<file path="config.mk">
export PLATFORM = sky130hd
export DESIGN_NAME = adc_chan_seq
export DESIGN_NICKNAME = d
export VERILOG_FILES = /design/src/rtl/adc_seq_pkg.sv /design/src/rtl/adc_seq_pick.sv /design/src/rtl/adc_seq_subs.sv /design/src/rtl/adc_seq_timer.sv /design/src/rtl/adc_chan_seq.sv
export SDC_FILE = /design/constraint.sdc
export NUM_CORES = 1
export LEC_CHECK = 0
export ABC_CLOCK_PERIOD_IN_PS = 2900
export BUFFER_PORTS_ARGS = -buffer_cell sky130_fd_sc_hd__buf_4
export CORE_ASPECT_RATIO = 0.75
export CORE_MARGIN = 10
export CORE_UTILIZATION = 33
export DETAILED_ROUTE_END_ITERATION = 12
export GPL_TIMING_DRIVEN = 0
export PLACE_DENSITY_LB_ADDON = 0.3
export SYNTH_ARGS = -nofsm -noshare
export SYNTH_HDL_FRONTEND = slang
export SYNTH_SLANG_ARGS = --single-unit
</file>
<file path="constraint.sdc">
create_clock -name clk -period 2.9 [get_ports clk]
set_input_delay 0.29 -clock clk [delete_from_list [all_inputs] [get_ports clk]]
set_output_delay 0.29 -clock clk [all_outputs]
set_load 0.01 [all_outputs]
</file>
<file path="src/rtl/adc_seq_pkg.sv">
package adc_seq_pkg;
  localparam int unsigned DEF_NCH = 16;
  localparam int unsigned DEF_TW  = 8;
  localparam int unsigned DEF_SW  = 4;

  typedef enum logic {ST_IDLE = 1'b0, ST_RUN = 1'b1} run_e;
endpackage

</file>
<file path="src/rtl/adc_seq_pick.sv">
module adc_seq_pick #(
  parameter int unsigned NCH = adc_seq_pkg::DEF_NCH,
  localparam int unsigned CW = $clog2(NCH)
) (
  input  logic [NCH-1:0] mask_i,
  input  logic [CW-1:0]  cur_i,
  output logic [CW-1:0]  low_o,
  output logic [CW-1:0]  nxt_o,
  output logic           any_o,
  output logic           wrap_o
);
  logic [CW-1:0] above;
  logic          found;

  always_comb begin
    low_o = '0;
    above = '0;
    found = 1'b0;
    for (int i = NCH - 1; i >= 0; i--) begin
      if (mask_i[i]) begin
        low_o = CW'(i);
        if (i > int'(cur_i)) begin
          above = CW'(i);
          found = 1'b1;
        end
      end
    end
  end

  assign any_o  = |mask_i;
  assign wrap_o = ~found;
  assign nxt_o  = found ? above : low_o;
endmodule

</file>
<file path="src/rtl/adc_seq_subs.sv">
module adc_seq_subs #(
  parameter int unsigned SW = adc_seq_pkg::DEF_SW
) (
  input  logic          clk,
  input  logic          rst_n,
  input  logic          adv_i,
  input  logic          clr_i,
  input  logic          subject_i,
  input  logic [SW-1:0] ratio_i,
  output logic          skip_o
);
  logic [SW-1:0] cnt_q, cnt_d, eff;
  logic          active;

  assign eff    = clr_i ? '0 : cnt_q;
  assign active = subject_i & (ratio_i != '0);
  assign skip_o = active & (eff != '0);

  always_comb begin
    cnt_d = eff;
    if (adv_i && active) begin
      if ({1'b0, eff} >= ({1'b0, ratio_i} - 1'b1)) cnt_d = '0;
      else                                         cnt_d = eff + 1'b1;
    end
  end

  always_ff @(posedge clk or negedge rst_n) begin
    if (!rst_n) cnt_q <= '0;
    else        cnt_q <= cnt_d;
  end
endmodule

</file>
<file path="src/rtl/adc_seq_timer.sv">
module adc_seq_timer #(
  parameter int unsigned TW = adc_seq_pkg::DEF_TW
) (
  input  logic          clk,
  input  logic          rst_n,
  input  logic          start_i,
  input  logic          arm_i,
  input  logic          tick_i,
  input  logic [TW-1:0] at_i,
  output logic          req_o
);
  logic [TW-1:0] tcnt_q, tcnt_d;
  logic          arm_q, arm_d, done_q, done_d;

  assign req_o = arm_q & ~done_q & (tcnt_q == at_i);

  always_comb begin
    tcnt_d = tcnt_q;
    arm_d  = arm_q;
    done_d = done_q | req_o;
    if (start_i) begin
      tcnt_d = '0;
      arm_d  = arm_i;
      done_d = 1'b0;
    end else if (tick_i && (tcnt_q != '1)) begin
      tcnt_d = tcnt_q + 1'b1;
    end
  end

  always_ff @(posedge clk or negedge rst_n) begin
    if (!rst_n) begin
      tcnt_q <= '0;
      arm_q  <= 1'b0;
      done_q <= 1'b0;
    end else begin
      tcnt_q <= tcnt_d;
      arm_q  <= arm_d;
      done_q <= done_d;
    end
  end
endmodule

</file>
<file path="src/rtl/adc_chan_seq.sv">
module adc_chan_seq #(
  parameter int unsigned NCH = adc_seq_pkg::DEF_NCH,
  parameter int unsigned TW  = adc_seq_pkg::DEF_TW,
  parameter int unsigned SW  = adc_seq_pkg::DEF_SW,
  localparam int unsigned CW = $clog2(NCH)
) (
  input  logic           clk,
  input  logic           rst_n,
  input  logic           cyc_start_i,
  input  logic           tick_i,
  input  logic [NCH-1:0] chan_en_i,
  input  logic [TW-1:0]  start_time_i,
  input  logic [SW-1:0]  subs_ratio_i,
  input  logic           subs_all_i,
  output logic [CW-1:0]  chan_sel_o,
  output logic           conv_req_o,
  output logic           round_end_o
);
  import adc_seq_pkg::*;

  // reset: asynchronous assert, synchronous release
  logic [1:0] rst_sync_q;
  logic       rst_core_n;

  always_ff @(posedge clk or negedge rst_n) begin
    if (!rst_n) rst_sync_q <= 2'b00;
    else        rst_sync_q <= {rst_sync_q[0], 1'b1};
  end
  assign rst_core_n = rst_sync_q[1];

  run_e           run_q, run_d;
  logic [CW-1:0]  chan_q, chan_d;
  logic           round_q, round_d;
  logic [SW:0]    cfg_q, cfg_d;

  logic [CW-1:0]  low, nxt, sel_new;
  logic           any, wrap, first, start_ok, subject, cfg_chg, skip;

  adc_seq_pick #(.NCH(NCH)) u_pick (
    .mask_i (chan_en_i),
    .cur_i  (chan_q),
    .low_o  (low),
    .nxt_o  (nxt),
    .any_o  (any),
    .wrap_o (wrap)
  );

  assign first    = (run_q == ST_IDLE);
  assign start_ok = cyc_start_i & any;
  assign sel_new  = first ? low : nxt;
  assign subject  = subs_all_i | (sel_new == low);
  assign cfg_d    = {subs_ratio_i, subs_all_i};
  assign cfg_chg  = (cfg_d != cfg_q);

  adc_seq_subs #(.SW(SW)) u_subs (
    .clk       (clk),
    .rst_n     (rst_core_n),
    .adv_i     (start_ok),
    .clr_i     (cfg_chg | first),
    .subject_i (subject),
    .ratio_i   (subs_ratio_i),
    .skip_o    (skip)
  );

  adc_seq_timer #(.TW(TW)) u_timer (
    .clk     (clk),
    .rst_n   (rst_core_n),
    .start_i (cyc_start_i),
    .arm_i   (any & ~skip),
    .tick_i  (tick_i),
    .at_i    (start_time_i),
    .req_o   (conv_req_o)
  );

  // next state
  always_comb begin
    run_d   = run_q;
    chan_d  = chan_q;
    round_d = 1'b0;
    if (start_ok) begin
      run_d   = ST_RUN;
      chan_d  = sel_new;
      round_d = ~first & wrap;
    end
  end

  // registers
  always_ff @(posedge clk or negedge rst_core_n) begin
    if (!rst_core_n) begin
      run_q   <= ST_IDLE;
      chan_q  <= '0;
      round_q <= 1'b0;
      cfg_q   <= '0;
    end else begin
      run_q   <= run_d;
      chan_q  <= chan_d;
      round_q <= round_d;
      cfg_q   <= cfg_d;
    end
  end

  assign chan_sel_o  = chan_q;
  assign round_end_o = round_q;
endmodule

</file>
==> results_dict.tcl <==
set metrics [dict create \
    dp.cells 367 \
    routed_via_density 5.13 \
    netlist_top_cells_count "dfrtp_1, nor2_1, nand2_1" \
    ys_ff_latch 27 \
    antenna_found_initial 0 \
    routed-wl-met2_um 2310 \
    arrival_ns 2.87 \
    fp.dieW_um 113 \
    relSlewSlack 0.343 \
    clk_path_buf_depth 2 \
    fin_crit_sh 0.937 \
    status "finished, final reports clean" \
    num_rows 25 \
    drt_wl_total_um 5220 \
    powerDensity_nw_per_um2 581 \
    core_um2 6290 \
    clk_latency_ns 0.28 \
    peakVddDrop_uv 165 \
    fin_crit_ns 2.72 \
    max_freq_mhz 368 \
    routed-wl-met3_um 245 \
    antennaDiodeCount 0 \
    fin_cells 372 \
    hold_end "cfg_q[2]" \
    wl_per_cell_um 14.0 \
    required_ns 3.06 \
    num_vias 1908 \
    cts_tree "done" \
    fin_total_pwr_w 0.00150 \
    grt_pass1_vias 1929 \
    tns_ns 0 \
    yosysWarnings 0 \
    drv_slew 0 \
    synth_area_leaders "dfrtp_1, xor2_1, ha_1" \
    layout-drive-gt1-share 0.230 \
    finClkSkew_ns 0.00579 \
    numPortBuffers 38 \
    ys_seq_area_frac 0.317 \
    grt_first_pass_wirelength_um 8800 \
    total_leakage_power_nw 1.19 \
    area_growth_syn_to_layout_pct 21.5 \
    grtUsageTotal 0.103 \
    n_fill_cell 626 \
    gp_congestion 0.885 \
    path_max_fanout 6 \
    synth_edf_count 0 \
    cp-end-kind "register" \
    rsz0062_at_grt "false" \
    yosysTopAreaCell "dfrtp_1" \
    htree_levels 1 \
    dp.final_hpwl_um 4140 \
    numCtsBuffers 3 \
    hold_depth 1 \
    clock-sinks 27 \
    dr.first_iter.drc_count 97 \
    tightestPinTransition_ns 0.986 \
    nNetsFinal 334 \
    async_flop_share 1.00 \
    syn_area_um2 2130 \
    dieArea_um2 10100 \
    drc 0 \
    critPathKind "reg -> reg" \
    cts.clk_slew.worst_paths_ns 0.09 \
    hold_slack_ns 0.148 \
    dp_slack_ns 0.00943 \
    hp-start "subs_ratio_i[1]" \
    final-setup-viol-count 0 \
    post_cts_buffers 0 \
    rr_startpoint "cfg_q[2]" \
    netlist_instances 248 \
    first_pass_iters 4 \
    top_layer_used "met4" \
    cts_root_buf "clkbuf_8" \
    syn-num-nets 290 \
    yosysUniqueCellTypes 59 \
    final-hold-violation-count 0 \
    ant_nets 0 \
    synth_top_area_frac 0.317 \
    rrSetupSlack_ns 0.18 \
    grt_max_degree 26 \
    reg2reg_depth 13 \
    synth-main-ff-cell "dfrtp_1" \
    max-cap-violations 0 \
    setup_slack_ns 0.182 \
    num_io_pins 39 \
    timing.rr.end "u_subs.cnt_q[3]" \
    route.layer.met1.wl_um 2640 \
    hold_class "in -> reg" \
    syn_avg_cell_area_um2 8.58 \
    die_y_um 89.6 \
    grt.overflow.total 0 \
    crit_path_start_kind "register" \
    start_util 0.339 \
]
-- cells in the final DEF (no fill, tap or decap), drive strengths merged, types with 10 or more instances in the layout --
cell,instances
xnor2,10
nor2,27
o21ai,17
nand3,14
a21oi,13
xor2,13
buf,44
nand2,18
inv,15
dfrtp,27
-- sequential cells by signal (all words and copies together) (netlist names) --
| register | cells |
|---|---|
| round_end_o | 1 |
| cfg_q | 5 |
| run_q | 1 |
| u_timer.tcnt_q | 8 |
| chan_sel_o | 4 |
| u_timer.arm_q | 1 |
| rst_sync_q | 2 |
| u_timer.done_q | 1 |
| u_subs.cnt_q | 4 |
-- stage by stage --
| step | instance area [um^2] | utilization |
|---|---|---|
| CTS | 2570 | 0.409 |
| global placement | 2510 | 0.400 |
| floorplan | 2130 | - |
| finish | 2580 | 0.411 |
| detailed placement | 2510 | 0.400 |
| global route | 2580 | 0.411 |
-- worst max-delay path, stage by stage, from the launching register on --
cell and delay (ns):
dfrtp_1 0.38, xor2_1 0.16, nor4_2 0.29, and3_2 0.26
nand2_1 0.10, ha_1 0.28, nand2b_1 0.09, a21o_1 0.12
a21o_1 0.13, a21oi_1 0.08, a21oi_2 0.25, o21ai_0 0.13
o21ai_0 0.22, o41ai_2 0.11
-- final cells by class --
cell class                      instances  area (um^2)  share of cell area
Tap cell                               81          101              0.0392
Inverter                               15         56.3              0.0218
Timing Repair Buffer                   39          295               0.114
Sequential cell                        27          676               0.261
Clock inverter                          1         7.51             0.00290
Clock buffer                            3         41.3              0.0160
Buffer                                  8         53.8              0.0208
Multi-Input combinational cell        198         1350               0.524
-- cell families after synthesis --
family	Yosys count	share of synthesized area
adders and majority gates	9	0.0529
muxes	5	0.0282
buffers and inverters	23	0.0517
and+or+nand+nor	94	0.231
AOI/OAI and AO/OA	66	0.222
other	1	0.00176
DFF	27	0.317
xor gates and xnor gates	23	0.0946
-- layer usage --
| layer | GRT usage | vias to the layer above |
|---|---|---|
| met1 | 0.139 | 907 |
| met5 | 0 | - |
| li1 | - | 968 |
| met3 | 0.0282 | 4 |
| met4 | 0.0149 | 0 |
| met2 | 0.164 | 29 |
-- worst max-delay path by stage --
| stage | depth (start not counted) | slack (ns) | start | end |
|---|---|---|---|---|
| floorplan | 13 | 0.44 | cfg_q[2] | u_subs.cnt_q[3] |
| global placement | 14 | -0.01 | subs_ratio_i[1] | u_subs.cnt_q[3] |
| detailed placement | 14 | 0.009 | subs_ratio_i[1] | u_subs.cnt_q[3] |
| CTS | 13 | 0.005 | cfg_q[2] | u_subs.cnt_q[3] |
| global route | 10 | 0.03 | chan_sel_o[0] | u_subs.cnt_q[0] |
| finish | 13 | 0.18 | cfg_q[2] | u_subs.cnt_q[3] |
-- where the power goes --
group	leakage (nW)	switching, W	total [W]	internal, W
sequential	0.344	0.0000408	0.000457	0.000416
clock	0.0217	0.000123	0.000221	0.0000977
combinational	0.820	0.000457	0.000824	0.000367
-- timing repair --
action,CTS,global route
setup endpoints to repair,0,4
resized for setup,0,3
hold buffers,1,0
hold endpoints to repair,2,0
Note: power is estimated with default switching activity, not from simulation.
